--- src/rtl/dct_pkg.sv ---
package dct_pkg;
  localparam int CNT_W       = 32;
  localparam int TIMER_COUNT = 2;
  localparam int ADDR_W      = 12;
  localparam int DATA_W      = CNT_W;
  localparam int CTRL_W      = 2 * TIMER_COUNT;

  // address map (byte addresses)
  localparam int CTRL_ADDR   = 'h000;
  localparam int RELOAD_BASE = 'h010;
  localparam int VALUE_BASE  = 'h014;
  localparam int SLOT_STRIDE = 8;
  localparam int CAUSE_ADDR  = 'h110;
  localparam int MASK_ADDR   = 'h114;
  localparam int CAUSE_LSB   = 1;

  typedef struct packed {
    logic                   ctrlWr;
    logic                   causeWr;
    logic                   maskWr;
    logic [TIMER_COUNT-1:0] reloadWr;
    logic [TIMER_COUNT-1:0] valueWr;
    logic [DATA_W-1:0]      wdata;
  } strobe_t;
endpackage

--- src/rtl/dct_regctl.sv ---
module dct_regctl
  import dct_pkg::*;
(
  input  logic              clk,
  input  logic              rstN,
  input  logic              busSel,
  input  logic              busWrite,
  input  logic [ADDR_W-1:0] busAddr,
  input  logic [DATA_W-1:0] busWdata,
  input  logic [CTRL_W-1:0] ctrlQ,
  input  logic [CNT_W-1:0]  countQ  [TIMER_COUNT],
  input  logic [CNT_W-1:0]  reloadQ [TIMER_COUNT],
  input  logic [TIMER_COUNT-1:0] causeQ,
  input  logic [TIMER_COUNT-1:0] maskQ,
  output strobe_t           stb,
  output logic [DATA_W-1:0] busRdata
);
  logic wrEn;
  assign wrEn = busSel && busWrite;

  // write decode
  always_comb begin
    stb          = '0;
    stb.wdata    = busWdata;
    stb.ctrlWr   = wrEn && (busAddr == ADDR_W'(CTRL_ADDR));
    stb.causeWr  = wrEn && (busAddr == ADDR_W'(CAUSE_ADDR));
    stb.maskWr   = wrEn && (busAddr == ADDR_W'(MASK_ADDR));
    for (int i = 0; i < TIMER_COUNT; i++) begin
      stb.reloadWr[i] = wrEn && (busAddr == ADDR_W'(RELOAD_BASE + SLOT_STRIDE * i));
      stb.valueWr[i]  = wrEn && (busAddr == ADDR_W'(VALUE_BASE + SLOT_STRIDE * i));
    end
  end

  // read mux
  always_comb begin
    busRdata = '0;
    if (busAddr == ADDR_W'(CTRL_ADDR))
      busRdata[CTRL_W-1:0] = ctrlQ;
    if (busAddr == ADDR_W'(CAUSE_ADDR))
      busRdata[CAUSE_LSB +: TIMER_COUNT] = causeQ;
    if (busAddr == ADDR_W'(MASK_ADDR))
      busRdata[CAUSE_LSB +: TIMER_COUNT] = maskQ;
    for (int i = 0; i < TIMER_COUNT; i++) begin
      if (busAddr == ADDR_W'(RELOAD_BASE + SLOT_STRIDE * i))
        busRdata = reloadQ[i];
      if (busAddr == ADDR_W'(VALUE_BASE + SLOT_STRIDE * i))
        busRdata = countQ[i];
    end
  end


  strobe_onehot_chk: assert property (@(posedge clk) disable iff (!rstN)
    $onehot0({stb.ctrlWr, stb.causeWr, stb.maskWr, stb.reloadWr, stb.valueWr}));
endmodule

--- src/rtl/dct_datapath.sv ---
module dct_datapath
  import dct_pkg::*;
(
  input  logic                   clk,
  input  logic                   rstN,
  input  strobe_t                stb,
  output logic [CTRL_W-1:0]      ctrlQ,
  output logic [CNT_W-1:0]       countQ  [TIMER_COUNT],
  output logic [CNT_W-1:0]       reloadQ [TIMER_COUNT],
  output logic [TIMER_COUNT-1:0] causeQ,
  output logic [TIMER_COUNT-1:0] maskQ,
  output logic [TIMER_COUNT-1:0] irqOut
);
  logic [TIMER_COUNT-1:0] expire;
  logic [TIMER_COUNT-1:0] keepBits;
  logic [TIMER_COUNT-1:0] timerEn;
  logic [TIMER_COUNT-1:0] reloadEn;
  logic                   spentQ [TIMER_COUNT];

  // shared control and mask
  always_ff @(posedge clk) begin
    if (!rstN) begin
      ctrlQ <= '0;
      maskQ <= '0;
    end else begin
      if (stb.ctrlWr) ctrlQ <= stb.wdata[CTRL_W-1:0];
      if (stb.maskWr) maskQ <= stb.wdata[CAUSE_LSB +: TIMER_COUNT];
    end
  end

  // cause: written zeros clear, new expiry wins
  assign keepBits = stb.causeWr ? stb.wdata[CAUSE_LSB +: TIMER_COUNT] : '1;

  always_ff @(posedge clk) begin
    if (!rstN) causeQ <= '0;
    else       causeQ <= (causeQ & keepBits) | expire;
  end

  assign irqOut = causeQ & maskQ;

  for (genvar i = 0; i < TIMER_COUNT; i++) begin : g_timer
    assign timerEn[i]  = ctrlQ[2*i];
    assign reloadEn[i] = ctrlQ[2*i+1];
    assign expire[i]   = timerEn[i] && (countQ[i] == '0) && !spentQ[i] && !stb.valueWr[i];

    always_ff @(posedge clk) begin
      if (!rstN) begin
        reloadQ[i] <= '0;
      end else if (stb.reloadWr[i]) begin
        reloadQ[i] <= stb.wdata[CNT_W-1:0];
      end
    end

    always_ff @(posedge clk) begin
      if (!rstN) begin
        countQ[i] <= '0;
        spentQ[i] <= 1'b0;
      end else if (stb.valueWr[i]) begin
        countQ[i] <= stb.wdata[CNT_W-1:0];
        spentQ[i] <= 1'b0;
      end else if (expire[i]) begin
        if (reloadEn[i]) countQ[i] <= reloadQ[i];
        else             spentQ[i] <= 1'b1;
      end else if (timerEn[i] && countQ[i] != '0) begin
        countQ[i] <= countQ[i] - 1'b1;
      end
    end


    cnt_dec_chk: assert property (@(posedge clk) disable iff (!rstN)
      $past(timerEn[i] && countQ[i] != '0 && !stb.valueWr[i]) |->
        countQ[i] == $past(countQ[i]) - 1'b1);


    cnt_hold_chk: assert property (@(posedge clk) disable iff (!rstN)
      $past(!timerEn[i] && !stb.valueWr[i]) |-> countQ[i] == $past(countQ[i]));


    cnt_load_chk: assert property (@(posedge clk) disable iff (!rstN)
      $past(stb.valueWr[i]) |-> countQ[i] == $past(stb.wdata[CNT_W-1:0]));


    cnt_reload_chk: assert property (@(posedge clk) disable iff (!rstN)
      $past(timerEn[i] && reloadEn[i] && countQ[i] == '0 && !stb.valueWr[i]) |->
        countQ[i] == $past(reloadQ[i]));


    oneshot_hold_chk: assert property (@(posedge clk) disable iff (!rstN)
      $past(timerEn[i] && !reloadEn[i] && countQ[i] == '0 && !stb.valueWr[i]) |->
        countQ[i] == '0);


    cause_set_chk: assert property (@(posedge clk) disable iff (!rstN)
      $past(expire[i]) |-> causeQ[i]);


    cause_clear_chk: assert property (@(posedge clk) disable iff (!rstN)
      $fell(causeQ[i]) |-> $past(stb.causeWr && !stb.wdata[CAUSE_LSB + i]));
  end
endmodule

--- src/rtl/dual_countdown_timer.sv ---
module dual_countdown_timer
  import dct_pkg::*;
(
  input  logic                   clk,
  input  logic                   rstN,
  input  logic                   busSel,
  input  logic                   busWrite,
  input  logic [ADDR_W-1:0]      busAddr,
  input  logic [DATA_W-1:0]      busWdata,
  output logic [DATA_W-1:0]      busRdata,
  output logic [TIMER_COUNT-1:0] irqOut
);
  strobe_t                stb;
  logic [CTRL_W-1:0]      ctrlQ;
  logic [CNT_W-1:0]       countQ  [TIMER_COUNT];
  logic [CNT_W-1:0]       reloadQ [TIMER_COUNT];
  logic [TIMER_COUNT-1:0] causeQ;
  logic [TIMER_COUNT-1:0] maskQ;

  dct_regctl u_regctl (
    .clk      (clk),
    .rstN     (rstN),
    .busSel   (busSel),
    .busWrite (busWrite),
    .busAddr  (busAddr),
    .busWdata (busWdata),
    .ctrlQ    (ctrlQ),
    .countQ   (countQ),
    .reloadQ  (reloadQ),
    .causeQ   (causeQ),
    .maskQ    (maskQ),
    .stb      (stb),
    .busRdata (busRdata)
  );

  dct_datapath u_datapath (
    .clk     (clk),
    .rstN    (rstN),
    .stb     (stb),
    .ctrlQ   (ctrlQ),
    .countQ  (countQ),
    .reloadQ (reloadQ),
    .causeQ  (causeQ),
    .maskQ   (maskQ),
    .irqOut  (irqOut)
  );
endmodule

--- config.mk ---
export PLATFORM = sky130hd
export DESIGN_NAME = dual_countdown_timer
export DESIGN_NICKNAME = d
export VERILOG_FILES = /design/src/rtl/dct_pkg.sv /design/src/rtl/dct_regctl.sv /design/src/rtl/dct_datapath.sv /design/src/rtl/dual_countdown_timer.sv
export SDC_FILE = /design/constraint.sdc
export NUM_CORES = 1
export LEC_CHECK = 0
export ABC_AREA = 1
export ABC_CLOCK_PERIOD_IN_PS = 2500
export BUFFER_PORTS_ARGS = -buffer_cell sky130_fd_sc_hd__buf_2
export CORE_ASPECT_RATIO = 1.75
export CORE_MARGIN = 5
export CORE_UTILIZATION = 40
export CTS_BUF_LIST = sky130_fd_sc_hd__clkbuf_4 sky130_fd_sc_hd__clkbuf_8 sky130_fd_sc_hd__clkbuf_16
export DETAILED_ROUTE_END_ITERATION = 12
export GPL_TIMING_DRIVEN = 0
export PLACE_DENSITY = 0.7
export SETUP_SLACK_MARGIN = 0.2
export SLEW_MARGIN = 20
export SYNTH_ARGS = -nofsm -noshare
export SYNTH_HDL_FRONTEND = slang
export SYNTH_HIERARCHICAL = 1
export SYNTH_SLANG_ARGS = --single-unit
--- constraint.sdc ---
create_clock -name clk -period 2.5 [get_ports clk]
set_clock_uncertainty 0.2 [all_clocks]
set_input_delay 0.375 -clock clk [delete_from_list [all_inputs] [get_ports clk]]
set_output_delay 0.375 -clock clk [all_outputs]
set_load 0.005 [all_outputs]
==> flow_metrics.py <==
metrics = {
    "setup_path": {
        "cp-start-kind": "primary input",
        "rrSetupSlack_ns": 0.15,
        "max_stage_delay_ns": 0.19,
        "crit_arrival_ns": 1.87,
        "end_kind": "output port",
        "cp_slowest_cell": "inv_2",
        "crit_required_ns": 1.92,
        "crit_type": "in2out",
        "crit_fanout": 10,
        "path_cells": "buf_2 > nor2_4 > nand3_4 > inv_2 > nand2_4 > clkinv_4 > buf_8 > nand2_2 > nand2_1 > nor2_1 > nor2_1 > buf_2",
    },
    "clock_tree": {
        "cts_tree": "built",
        "path_clk_slew_ns": 0.06,
        "numClockSinks": 138,
        "cts_made_buffers": 17,
        "ctsRootBufferMaster": "clkbuf_16",
        "clockBufferDepth": 2,
        "clk_latency_ns": 0.44,
        "htreeDepth": 4,
    },
    "logic_synthesis": {
        "synth_area_per_cell_um2": 5.93,
        "synth_area_leaders": "dfxtp_1 (28%), nor2_1 (17%), nand2_1 (16%)",
        "syn_inst": 1651,
        "synth-xor-area-share_pct": 4.38,
        "synth_top_family_by_area": "simple AND/OR/NAND/NOR gates",
        "synth.largest_area_cell": "dfxtp_1",
        "synthMuxAreaShare_pct": 0,
        "synth-compound-area-share_pct": 7.37,
        "syn_nets": 1703,
        "synth-adder-area-share_pct": 0.511,
        "synth_top_area_share_pct": 28.0,
        "syn_area_um2": 9790,
        "synthSimpleGateAreaFrac_pct": 48.3,
        "synth_cell_types": 40,
        "ys_seq_area_share_pct": 28.3,
        "ys_ff_latch": 138,
        "yosysWarnings": 6,
    },
    "floorplan": {
        "die_y_um": 217,
        "die_w_um": 128,
        "fp.coreArea_um2": 24100,
        "die_area_um2": 27800,
        "rows": 75,
        "io_pins": 82,
        "initial_core_util_pct": 40.6,
    },
    "global_routing": {
        "grt_pass1_wl_um": 59300,
        "antenna_found_initial": 0,
        "grt_pass1_vias": 10800,
        "grt_max_degree": 17,
        "grt.total_usage_pct": 27.8,
        "grt.overflow.total": 0,
    },
    "power": {
        "power-per-cell-area_nw_per_um2": 426,
        "p_leak_nw": 6.15,
        "p_total_w": 0.00491,
        "ir_worst_vdd_v": 0.000440,
    },
    "timing": {
        "setup_viol": 0,
        "hold_ws_ns": 0.0209,
        "final_hold_viol_count": 0,
        "fmax_ghz": 0.408,
        "tightest_slew_ns": 0.717,
        "fin_crit_sh_pct": 98.0,
        "finalCriticalPeriod_ns": 2.45,
        "slew_headroom_pct": 52.2,
        "maxSlewViolCount": 0,
        "rsz0062_at_grt": "yes",
    },
    "detailed_routing": {
        "dr.pass1.iters": 6,
        "finalWirelength_um": 39100,
        "routed_via_density": 5.36,
        "wl_per_cell_um": 19.0,
        "num_vias": 11000,
        "drt-initial-drc-count": 1153,
        "remaining_drc_errors": 0,
        "ant_nets": 0,
    },
    "placed_design": {
        "place.gp.congestion": 1.01,
        "io_buffer_count": 48,
        "place_hpwl_um": 31400,
    },
    "final_layout": {
        "nets": 1792,
        "drive_above_1_share_pct": 16.9,
        "area_delta_synth_final_pct": 17.6,
    },
    "run": {
        "maxCapViolCount": 0,
    },
    "run_status": {
        "run_status": "completed",
    },
    "min_path": {
        "hold_class": "in2reg",
    },
}
## registers in the layout, indices dropped and copies added (netlist names)
signal              cells
u_datapath/ctrlQ        4
u_datapath/causeQ       2
u_datapath/countQ      64
u_datapath/maskQ        2
u_datapath/reloadQ     64
u_datapath/spentQ       2
## final cells by class
class,instances,area (um^2)
Antenna cell,1,2.50
Sequential cell,138,2780
Buffer,111,762
Clock buffer,24,508
Multi-Input combinational cell,1299,6200
Tap cell,308,385
Timing Repair Buffer,69,413
Clock inverter,7,65.1
Inverter,104,405
Fill cell,2536,12600
## critical path: cells and delay by family
family | cells | cell delay, ns
buf+inv | 5 | 0.72
simple gates | 7 | 0.78
## synthesized netlist by cell type
master    count
nor2_4        2
nor2_2       21
nor3_1        8
nand3b_4      1
buf_1         7
nand4_2       1
nor3_4        1
buf_2        17
nand3_2       2
inv_2        11
nand4_4       1
clkinv_4      1
o22ai_1       1
nand3_1     146
inv_1        90
clkinv_1      2
xor2_1       36
nand2_2      13
a21oi_1      33
o21ai_1      31
clkbuf_1     32
buf_8         1
nor3b_1       2
nand4_1      38
nand2_4       6
nor4_1        1
o21ai_0      79
dfxtp_1     137
or2_2         1
nand2_1     419
nand3_4       1
nand3b_1      2
xnor2_1      13
edfxtp_1      1
nor2_1      431
nor2_8        3
ha_1          4
nor3b_4       1
buf_4        43
buf_6        11
## worst paths after layout
| kind | startpoint | endpoint | cells after the start |
|---|---|---|---|
| worst max-delay path | busAddr[11] | busRdata[6] | 12 |
| worst min-delay path | busWdata[9] | u_datapath/reloadQ[41]$_SDFFE_PN0P_ | 3 |
| worst max register to register | u_datapath/countQ[56]$_SDFFE_PN0P_ | u_datapath/spentQ[0]$_DFFE_PP_ | 9 |
| worst min register to register | u_datapath/spentQ[1]$_DFF_P_ | u_datapath/spentQ[1]$_DFF_P_ | 2 |
## where the power goes
group	leakage [nW]	switching [W]	internal, W	total (W)
sequential	1.11	0.000000711	0.00220	0.00220
clock	0.285	0.000967	0.00151	0.00248
combinational	4.75	0.000151	0.0000751	0.000226
total	6.15	0.00112	0.00379	0.00491
## cell families after synthesis
| logic type | Yosys count |
|---|---|
| buffers and inverters | 215 |
| DFF | 138 |
| AOI/OAI and AO/OA | 144 |
| adders and majority gates | 4 |
| and+or+nand+nor | 1101 |
| xor gates and xnor gates | 49 |
## metrics by stage
| stage | std cells | utilization (%) | area (um^2) | TNS (ns) | worst slack (ns) |
|---|---|---|---|---|---|
| final | 2061 | 47.8 | 11500 | 0 | 0.0508 |
| after global routing | 2060 | 47.7 | 11500 | 0 | 0.0155 |
| after CTS | 2052 | 46.7 | 11300 | 0 | 0.0936 |
| after detailed placement | 2007 | 43.3 | 10400 | -35.80 | -0.541 |
| after global placement | 2007 | 43.3 | 10400 | -32.92 | -0.530 |
| after floorplan | 1651 | - | 9820 | 0 | 0.205 |
## routing by layer
metal	vias up	share of wire, %	track usage (%)
li1	5373	-	-
met1	4980	33	26.6
met2	502	52	50.8
met3	190	4.7	3.93
met4	0	10	23.7
met5	-	0	0
## placed cells by master (no fill, tap or decap), types with 4 or more instances in the layout
master / n
buf_2: 58
buf_4: 62
o21ai_0: 79
nor2_1: 403
dfxtp_1: 135
inv_1: 86
nand3_1: 145
nand2_1: 410
inv_2: 13
nor2_4: 17
clkbuf_16: 18
nand2_4: 6
nand2_2: 20
nor3_1: 7
xor2_1: 36
clkbuf_4: 9
nand4_1: 38
dlygate4sd3_1: 6
xnor2_1: 13
a21oi_1: 33
buf_6: 14
clkbuf_1: 20
clkbuf_2: 8
clkinv_2: 4
buf_1: 5
nor2_2: 34
o21ai_1: 31
## repair_timing
| action | 4_1_cts | 5_1_grt |
|---|---|---|
| setup buffers | 8 | 7 |
| hold buffers | 6 | 0 |
| resized for setup | 44 | 65 |
| setup endpoints to repair | 128 | 153 |
| hold endpoints to repair | 7 | 0 |
| pin swaps | 8 | 6 |
| gates cloned | 0 | 1 |
(Power assumes the default switching activity.)
